<file path="config.mk">
export PLATFORM = sky130hd
export DESIGN_NAME = irq_moderator
export DESIGN_NICKNAME = d
export VERILOG_FILES = /design/src/rtl/imod_pkg.sv /design/src/rtl/imod_regs.sv /design/src/rtl/imod_min_pick.sv /design/src/rtl/imod_timer.sv /design/src/rtl/irq_moderator.sv
export SDC_FILE = /design/constraint.sdc
export NUM_CORES = 1
export LEC_CHECK = 0
export ABC_AREA = 1
export BUFFER_PORTS_ARGS = -buffer_cell sky130_fd_sc_hd__buf_2
export CAP_MARGIN = 20
export CORE_AREA = 3 3 104 106
export CTS_BUF_LIST = sky130_fd_sc_hd__clkbuf_4 sky130_fd_sc_hd__clkbuf_8
export CTS_CLUSTER_DIAMETER = 150
export DETAILED_ROUTE_END_ITERATION = 12
export DIE_AREA = 0 0 107 109
export GPL_TIMING_DRIVEN = 0
export HOLD_SLACK_MARGIN = 0.15
export MAX_ROUTING_LAYER = met4
export PLACE_DENSITY = 0.85
export SLEW_MARGIN = 20
export SYNTH_ARGS = -nofsm -noshare
export SYNTH_HDL_FRONTEND = slang
export SYNTH_SLANG_ARGS = --single-unit
</file>
<file path="constraint.sdc">
create_clock -name clk_i -period 4.6 [get_ports clk_i]
set_input_delay 0.92 -clock clk_i [delete_from_list [all_inputs] [get_ports clk_i]]
set_output_delay 0.92 -clock clk_i [all_outputs]
set_load 0.01 [all_outputs]
</file>
<file path="src/rtl/imod_pkg.sv">
package imod_pkg;
  localparam int unsigned DLY_W = 16;
  localparam int unsigned CNT_W = DLY_W + 2;

  typedef enum logic [1:0] {
    SEL_THR  = 2'd0,
    SEL_RXA  = 2'd1,
    SEL_TXA  = 2'd2,
    SEL_RXEN = 2'd3
  } dly_sel_e;

  typedef struct packed {
    logic [DLY_W-1:0] thr;
    logic [DLY_W-1:0] rxa;
    logic [DLY_W-1:0] txa;
    logic [DLY_W-1:0] rxen;
  } dly_regs_t;
endpackage

</file>
<file path="src/rtl/imod_regs.sv">
module imod_regs
  import imod_pkg::*;
(
  input  logic        clk_i,
  input  logic        rst_ni,
  input  logic        we_i,
  input  logic [1:0]  sel_i,
  input  logic [31:0] wdata_i,
  output dly_regs_t   regs_o
);
  dly_regs_t regs_q;

  always_ff @(posedge clk_i or negedge rst_ni) begin
    if (!rst_ni) begin
      regs_q <= '0;
    end else if (we_i) begin
      unique case (dly_sel_e'(sel_i))
        SEL_THR:  regs_q.thr  <= wdata_i[DLY_W-1:0];
        SEL_RXA:  regs_q.rxa  <= wdata_i[DLY_W-1:0];
        SEL_TXA:  regs_q.txa  <= wdata_i[DLY_W-1:0];
        SEL_RXEN: regs_q.rxen <= wdata_i[DLY_W-1:0];
        default:  regs_q      <= regs_q;
      endcase
    end
  end

  assign regs_o = regs_q;
endmodule

</file>
<file path="src/rtl/imod_min_pick.sv">
module imod_min_pick #(
  parameter int unsigned N = 3,
  parameter int unsigned W = 18
) (
  input  logic [N-1:0][W-1:0] cand_i,
  input  logic [N-1:0]        use_i,
  output logic [W-1:0]        min_o
);
  // zero means "not set" at every stage of the chain
  logic [N:0][W-1:0] chain;
  assign chain[0] = '0;

  for (genvar g = 0; g < N; g++) begin : g_stage
    logic take;
    assign take = use_i[g] && (cand_i[g] != '0) &&
                  ((chain[g] == '0) || (cand_i[g] < chain[g]));
    assign chain[g+1] = take ? cand_i[g] : chain[g];
  end

  assign min_o = chain[N];
endmodule

</file>
<file path="src/rtl/imod_timer.sv">
module imod_timer #(
  parameter int unsigned W = 18
) (
  input  logic         clk_i,
  input  logic         rst_ni,
  input  logic         tick_i,
  input  logic         start_i,
  input  logic [W-1:0] load_i,
  output logic         run_o,
  output logic [W-1:0] cnt_o,
  output logic         expire_o
);
  logic         run_q;
  logic [W-1:0] cnt_q;

  assign expire_o = run_q && tick_i && (cnt_q == W'(1));

  always_ff @(posedge clk_i or negedge rst_ni) begin
    if (!rst_ni) begin
      run_q <= 1'b0;
      cnt_q <= '0;
    end else if (start_i) begin
      run_q <= 1'b1;
      cnt_q <= load_i;
    end else if (expire_o) begin
      run_q <= 1'b0;
      cnt_q <= '0;
    end else if (run_q && tick_i) begin
      cnt_q <= cnt_q - W'(1);
    end
  end

  assign run_o = run_q;
  assign cnt_o = cnt_q;
endmodule

</file>
<file path="src/rtl/irq_moderator.sv">
module irq_moderator
  import imod_pkg::*;
#(
  parameter int unsigned CW       = 16,
  parameter int unsigned TXDW_BIT = 0,
  parameter int unsigned TXQE_BIT = 1,
  parameter int unsigned RXT_BIT  = 7
) (
  input  logic          clk_i,
  input  logic          rst_ni,
  input  logic          mod_en_i,
  input  logic          reg_we_i,
  input  logic [1:0]    reg_sel_i,
  input  logic [31:0]   reg_wdata_i,
  input  logic [CW-1:0] cause_i,
  input  logic [CW-1:0] mask_i,
  input  logic          desc_done_i,
  input  logic          desc_dly_i,
  input  logic          tick_i,
  output logic          irq_o
);
  localparam int unsigned NSRC = 3;

  dly_regs_t regs;
  logic [CW-1:0] pend;
  logic          any_pend;
  logic          level_q, ide_q;
  logic          run_q, expire, run_eff;
  logic [CNT_W-1:0] cnt_q, win_len;
  logic          rise, held, eval, start;
  logic [NSRC-1:0][CNT_W-1:0] cand;
  logic [NSRC-1:0]            cand_use;

  imod_regs i_regs (
    .clk_i, .rst_ni,
    .we_i   (reg_we_i),
    .sel_i  (reg_sel_i),
    .wdata_i(reg_wdata_i),
    .regs_o (regs)
  );

  assign pend     = cause_i & mask_i;
  assign any_pend = |pend;

  // candidates: transmit, receive, throttle
  assign cand[0]     = {regs.txa, 2'b00};
  assign cand_use[0] = ide_q && (pend[TXDW_BIT] || pend[TXQE_BIT]);
  assign cand[1]     = {regs.rxa, 2'b00};
  assign cand_use[1] = (regs.rxen != '0) && pend[RXT_BIT];
  assign cand[2]     = CNT_W'(regs.thr);
  assign cand_use[2] = 1'b1;

  imod_min_pick #(.N(NSRC), .W(CNT_W)) i_pick (
    .cand_i(cand),
    .use_i (cand_use),
    .min_o (win_len)
  );

  imod_timer #(.W(CNT_W)) i_timer (
    .clk_i, .rst_ni,
    .tick_i,
    .start_i (start),
    .load_i  (win_len),
    .run_o   (run_q),
    .cnt_o   (cnt_q),
    .expire_o(expire)
  );

  // expiry re-runs the edge evaluation in the same cycle
  assign run_eff = run_q && !expire;
  assign rise    = !level_q && any_pend;
  assign held    = rise && run_eff && mod_en_i;
  assign eval    = rise && !run_eff && mod_en_i;
  assign start   = eval && (win_len != '0);

  always_ff @(posedge clk_i or negedge rst_ni) begin
    if (!rst_ni) begin
      level_q <= 1'b0;
      ide_q   <= 1'b0;
    end else begin
      level_q <= held ? 1'b0 : any_pend;
      ide_q   <= (eval ? 1'b0 : ide_q) | (desc_done_i & desc_dly_i);
    end
  end

  assign irq_o = level_q;
endmodule

</file>
Yosys cells after proc, flatten, opt, wreduce, memory -nomap -nowiden:

Index checks and enable logic that the tools add are counted.

* bits in registers: 85
* bits in latches: 0
* bits in writable memories: 0
* memory bits (read-only): 0
* memories: 0

* $add $sub $neg: 1
* $mul: 0
* divide/modulo/power cells: 0
* order comparisons: 2
* eq/ne operators: 4
* shift operators: 0
* multiplexer cells: 10
* bitwise logic cells: 3
* reduce and logical (&&, ||, !) cells: 36

Operators with widths (count)
* $mux 18: 6
* $reduce_bool 18->1: 4
* $logic_not 18->1: 2
* $eq 18x1->1 const B: 1
* $lt 16x18->1: 1
* $lt 18x18->1: 1
* $sub 18x1->18 const B: 1
* $and 16x16->16: 1
* $reduce_bool 16->1: 1
* $reduce_or 16->1: 1
* $logic_and 1x1->1: 15
* $reduce_and 2->1: 4
* $eq 2x2->1 const B: 2
* $mux 1: 4
* $logic_not 1->1: 3
* $logic_or 1x1->1: 3
* $reduce_bool 3->1: 1
* $eq 2x1->1 const B: 1
* $logic_not 2->1: 1
* $reduce_bool 2->1: 1
* $and 1x1->1: 1
* $or 1x1->1: 1

Depth between registers and ports, before layout:

* depth after elaboration: 16
* mapped depth: 46
* gate-level depth less buffers: 42

By module:

A second synthesis with hierarchy kept.

* cells, all modules: 920
* area total of the unflattened synthesis: 6198.4 µm²

By module, submodules not included
* imod_regs: times used 1, cells an instance 285, area each 2611.3 µm², sequential area each 1601.5 µm²
* imod_min_pick: times used 1, cells an instance 326, area each 1750.4 µm², sequential area each 0.0 µm²
* imod_timer: times used 1, cells an instance 237, area each 1506.4 µm², sequential area each 475.5 µm²
* irq_moderator: times used 1, cells an instance 72, area each 330.3 µm², sequential area each 50.0 µm²

Worst setup path after synthesis:

OpenSTA, ideal clock, no wires.

* path kind: in2reg
* from: input cause_i[1]
* to: register i_timer.cnt_q[10] (netlist: i_timer.cnt_o[10])
* library setup time: 0.117 ns
* data arrival time: 5.072 ns
* setup slack: -0.589 ns
* stages on the path: 41
* path through: nand2_1 > nand2_1 > inv_1 > nor2_1 > nand2_1 > inv_1 > clkbuf_1 > nand2_1 > ha_1 > nand2_1 > inv_1 > nand3_1 > a31oi_1 > a2111oi_0 > nand2_1 > nand2_1 > nand2_2 > buf_4 > [5 not listed] > a211oi_1 > nor2_1 > nor2_1 > nand2_1 > nand2_2 > nand2_4 > buf_6 > nand2_1 > nand2_1 > nor2_1 > nand2_1 > nor2_2 > nand2_2 > nand2_4 > buf_6 > nand2_1 > nand2_1 > nand2_1

* longest elaborated chain between the ends: 16
* elaborated cells between the ends (all ways): 23
* those cells by class: 2 x order compare; 4 x mux; 1 x bitwise; 16 x reduce/logical

RTL lines
* start: declaration: RTL line irq_moderator.sv:15 `input logic [CW-1:0] cause_i,`
* $and 16x16->16 (*): RTL line irq_moderator.sv:42 `assign pend = cause_i & mask_i;`
* $logic_or 1x1->1: RTL line irq_moderator.sv:47 `assign cand_use[0] = ide_q && (pend[TXDW_BIT] || pend[TXQE_BIT]);`
* $logic_and 1x1->1: RTL line irq_moderator.sv:47
* $logic_and 1x1->1: RTL line imod_min_pick.sv:15 `assign take = use_i[g] && (cand_i[g] != '0) &&`
* $mux 18: RTL line imod_min_pick.sv:17 `assign chain[g+1] = take ? cand_i[g] : chain[g];`
* $lt 18x18->1 or $logic_not 18->1 (tied branches): RTL line imod_min_pick.sv:16 `((chain[g] == '0) || (cand_i[g] < chain[g]));`
* $logic_or 1x1->1: RTL line imod_min_pick.sv:16
* $logic_and 1x1->1: RTL line imod_min_pick.sv:15
* $mux 18: RTL line imod_min_pick.sv:17
* $lt 16x18->1 or $logic_not 18->1 (tied branches): RTL line imod_min_pick.sv:16
* $logic_or 1x1->1: RTL line imod_min_pick.sv:16
* $logic_and 1x1->1: RTL line imod_min_pick.sv:15
* $mux 18: RTL line imod_min_pick.sv:17
* $reduce_bool 18->1: RTL line irq_moderator.sv:74 `assign start = eval && (win_len != '0);`
* $logic_and 1x1->1: RTL line irq_moderator.sv:74
* $reduce_bool 3->1 (no line) or $mux 18 (tied branches)
* end signal: assignment: RTL line imod_timer.sv:24 `cnt_q <= load_i;`
* end signal: assignment: RTL line imod_timer.sv:29 `cnt_q <= cnt_q - W'(1);`
* end: declaration: RTL line imod_timer.sv:14 `logic [W-1:0] cnt_q;`

Every way passes the cells marked *; elsewhere a longest branch is shown, timed or not.
A chain may end at the register's enable or synchronous reset.

Worst setup path after layout:

* from: register i_regs.regs_q, in the netlist i_regs.regs_o[27]
* to: register i_timer.cnt_q[8] (netlist: i_timer.cnt_o[8])

* longest elaborated chain between the ends: 14
* elaborated cells between the ends (all ways): 17
* those cells by class: 2 x order compare; 4 x mux; 11 x reduce/logical

RTL lines
* start: declaration: RTL line imod_regs.sv:11 `dly_regs_t regs_q;`
* start signal: assignment: RTL line imod_regs.sv:22 `default: regs_q <= regs_q;`
* $reduce_bool 18->1: RTL line imod_min_pick.sv:15
* $logic_and 1x1->1: RTL line imod_min_pick.sv:15
* $mux 18 (*): RTL line imod_min_pick.sv:17
* $lt 18x18->1 or $logic_not 18->1 (tied branches): RTL line imod_min_pick.sv:16
* $logic_or 1x1->1: RTL line imod_min_pick.sv:16
* $logic_and 1x1->1: RTL line imod_min_pick.sv:15
* $mux 18 (*): RTL line imod_min_pick.sv:17
* $lt 16x18->1 or $logic_not 18->1 (tied branches): RTL line imod_min_pick.sv:16
* $logic_or 1x1->1: RTL line imod_min_pick.sv:16
* $logic_and 1x1->1: RTL line imod_min_pick.sv:15
* $mux 18 (*): RTL line imod_min_pick.sv:17
* $reduce_bool 18->1: RTL line irq_moderator.sv:74
* $logic_and 1x1->1: RTL line irq_moderator.sv:74
* $reduce_bool 3->1 (no line) or $mux 18 (tied branches)

Marks and branches as above.

==> flow_summary.json <==
{
  "max_freq_mhz": 190,
  "crit_path_frequent_cell": "nand2_1",
  "min_path_type": "in2async",
  "fillers": 680,
  "dieHeight_um": 109,
  "fin_crit_sh_pct": 114,
  "power_leakage_nw": 3.54,
  "use_met3_pct": 4.50,
  "wirelength_um": 16800,
  "row_count": 36,
  "wl_per_cell_um": 16.9,
  "switchingPower_mw": 1.20,
  "grt_pass1_vias": 5451,
  "tightest_slew_ns": 0.948,
  "netlist_area_um2": 5350,
  "grt_max_degree": 53,
  "n_antenna_cell": 0,
  "p_int_mw": 1.68,
  "pre_cts_slack_ns": -1.23,
  "mostFrequentLayoutCells": "nand2_1 (213), dfrtp_1 (82), o21ai_0 (70), inv_1 (56), buf_2 (54)",
  "seq_power_share_pct": 38.0,
  "synthCells": 743,
  "crit_arrival_ns": 5.53,
  "track_usage_pct": 28.4,
  "cts.htree.levels": 3,
  "synth_edf_count": 0,
  "peakVddDrop_v": 0.000249,
  "slew_viol_final": 0,
  "syn_area_per_cell_um2": 7.20,
  "antenna_left": 0,
  "route.vias.total": 5675,
  "power_frac_comb_pct": 43.5,
  "synth_cell_types": 35,
  "drv_cap": 0,
  "cts-buffers-inserted": 9,
  "grt_overflow_total": 0,
  "synthToLayoutAreaGrowth_pct": 31.3,
  "powerDensity_nw_per_um2": 411,
  "violations": "setup timing",
  "start_util_pct": 54.3,
  "vias_per_cell": 5.72,
  "cp_slowest_cell": "dfrtp_2",
  "hold_ws_ns": 0.498,
  "dieArea_um2": 11700,
  "gp_congestion": 0.928,
  "yosysWarnings": 0,
  "start_kind": "flip-flop",
  "clock_skew_ns": 0.0105,
  "required_ns": 4.87,
  "grt_antenna_before_repair": 0,
  "clockBufferDepth": 2,
  "cp_max_fo": 7,
  "layout-drive-gt1-share_pct": 28.2,
  "synth_seq_cells": 85,
  "synth_nets": 846,
  "worstSetupPathType": "reg2reg",
  "grt_pass1_wl_um": 25700,
  "core_um2": 9860,
  "layout.nets": 957,
  "synthArstFlopShare_pct": 100,
  "power_frac_clock_pct": 18.5,
  "slew_headroom_pct": 35.2,
  "insertion_delay_ns": 0.38,
  "setup_viol": 19,
  "switching_share_pct": 41.7,
  "grt_util_met2_pct": 49.6,
  "fin_crit_ns": 5.26,
  "dr.pass1.iters": 5,
  "drc": 0,
  "setup_ws_ns": -0.662,
  "portBuffers": 57,
  "top_usage_layer": "met2",
  "hold_viol": 0,
  "layout_commonest_cell": "nand2_1",
  "rsz0062_at_grt": "yes",
  "status": "complete, but fails checks",
  "cp-end-kind": "flip-flop",
  "fp.dieW_um": 107,
  "cp_slowest_stage_delay_ns": 0.47,
  "first_iter_violations": 607,
  "clock_sinks": 85,
  "synth_ff_type": "dfrtp_1",
  "dp_hpwl_um": 10400,
  "grt_use_met1_pct": 32.2,
  "place_inst": 934,
  "clk_pin_slew_ns": 0.10,
  "cts_tree": "done",
  "pin_count": 74,
  "synth_seq_area_share_pct": 39.7,
  "stdcell_count": 992,
  "root_buffer": "clkbuf_8",
  "fin_setup_tns_ns": -12.21
}
==> metal layers <==
| layer | vias to the layer above | wire [um] |
|---|---|---|
| li1 | 2666 | - |
| met1 | 2641 | 6230 |
| met2 | 269 | 8620 |
| met3 | 99 | 1030 |
| met4 | 0 | 908 |
| met5 | - | 0 |
==> worst paths after layout <==
path,from,end,slack [ns],cells past startpoint
hold reg to reg,i_regs.regs_o[14],i_regs.regs_o[14],0.50,2
min in group clk_i,i_regs.regs_o[14],i_regs.regs_o[14],0.50,2
hold / removal,rst_ni,ide_q,0.50,1
max in group asynchronous,rst_ni,i_regs.regs_o[29],3.46,2
setup / recovery,i_regs.regs_o[27],i_timer.cnt_o[8],-0.66,42
setup reg to reg,i_regs.regs_o[27],i_timer.cnt_o[8],-0.66,42
==> cell type report <==
type                    instances  area (um2)  share of cell area (%)
multi-input cells             564        3410                    48.5
plain buffers                  28         201                    2.87
flip-flops and latches         85        2130                    30.3
well taps                     133         166                    2.37
clock buffers                  11         145                    2.06
repair buffers                 99         681                    9.68
inverters                      67         251                    3.58
clock inverters                 5        41.3                   0.587
==> critical path, delay by kind of cell, from the launching register on <==
| family | cells | cell delay [ns] |
|---|---|---|
| flip-flops | 1 | 0.47 |
| buffers and inverters | 7 | 0.85 |
| AND/OR/NAND/NOR | 29 | 2.60 |
| AO/OA/AOI/OAI | 4 | 0.80 |
| adder cells (fa/ha/maj) | 2 | 0.43 |
==> power by group through the flow <==
| stage | logic, mW | clock network (mW) | registers (mW) |
|---|---|---|---|
| floorplan | 0.714 | 0 | 1.04 |
| global placement | 0.877 | 0 | 1.08 |
| detailed placement | 0.905 | 0 | 1.08 |
| CTS | 1.03 | 0.531 | 1.07 |
| global route | 1.41 | 0.557 | 1.12 |
| finish | 1.26 | 0.534 | 1.10 |
==> state kept, by name (all words and copies together) (netlist names) <==
register and cells:
ide_q 1, i_regs.regs_o 64, i_timer.cnt_o 18, irq_o 1, i_timer.run_o 1
==> per-stage QoR <==
step | cell area (um2) | util (%) | total power, mW
3_3_place_gp | 5930 | 60.1 | 1.95
4_1_cts | 6600 | 66.9 | 2.64
6_report | 7030 | 71.3 | 2.89
2_1_floorplan | 5480 | - | 1.75
3_5_place_dp | 5960 | 60.4 | 1.99
5_1_grt | 7030 | 71.3 | 3.08
==> logic make-up after synthesis <==
logic type	count (synthesis)	share of synthesized area [%]
compound gates	107	10.8
xor+xnor	7	1.15
fa+ha+maj	30	7.01
buf+inv	95	7.55
flops	85	39.7
simple gates	419	33.8
==> synthesized netlist by cell type, types with 3 or more instances <==
| cell | number | share of area [%] |
|---|---|---|
| nor2_1 | 51 | 3.6 |
| nand4_1 | 13 | 1.5 |
| nand3_1 | 57 | 5.3 |
| a21oi_1 | 12 | 1.1 |
| ha_1 | 30 | 7.0 |
| o21ai_0 | 72 | 6.7 |
| xor2_1 | 4 | 0.65 |
| clkbuf_1 | 18 | 1.3 |
| inv_2 | 4 | 0.28 |
| dfrtp_1 | 85 | 40 |
| inv_1 | 63 | 4.4 |
| o21ai_1 | 9 | 0.84 |
| nand2_2 | 3 | 0.35 |
| nor4_1 | 13 | 1.5 |
| nand3b_1 | 15 | 2.1 |
| xnor2_1 | 3 | 0.49 |
| nand2_1 | 255 | 18 |
| nor3_1 | 5 | 0.47 |
| a211oi_1 | 3 | 0.42 |
| buf_6 | 5 | 1.1 |
| o21a_1 | 3 | 0.42 |
==> timing repair <==
item                                    CTS  global route
hold buffers                              0             0
endpoints found under the setup margin   19            19
buffers inserted                         21            14
pin swaps                                25            22
endpoints found under the hold margin     0             0
gates cloned                              7             0
resized for setup                        48            77
Note: power is estimated with default switching activity, not from simulation.
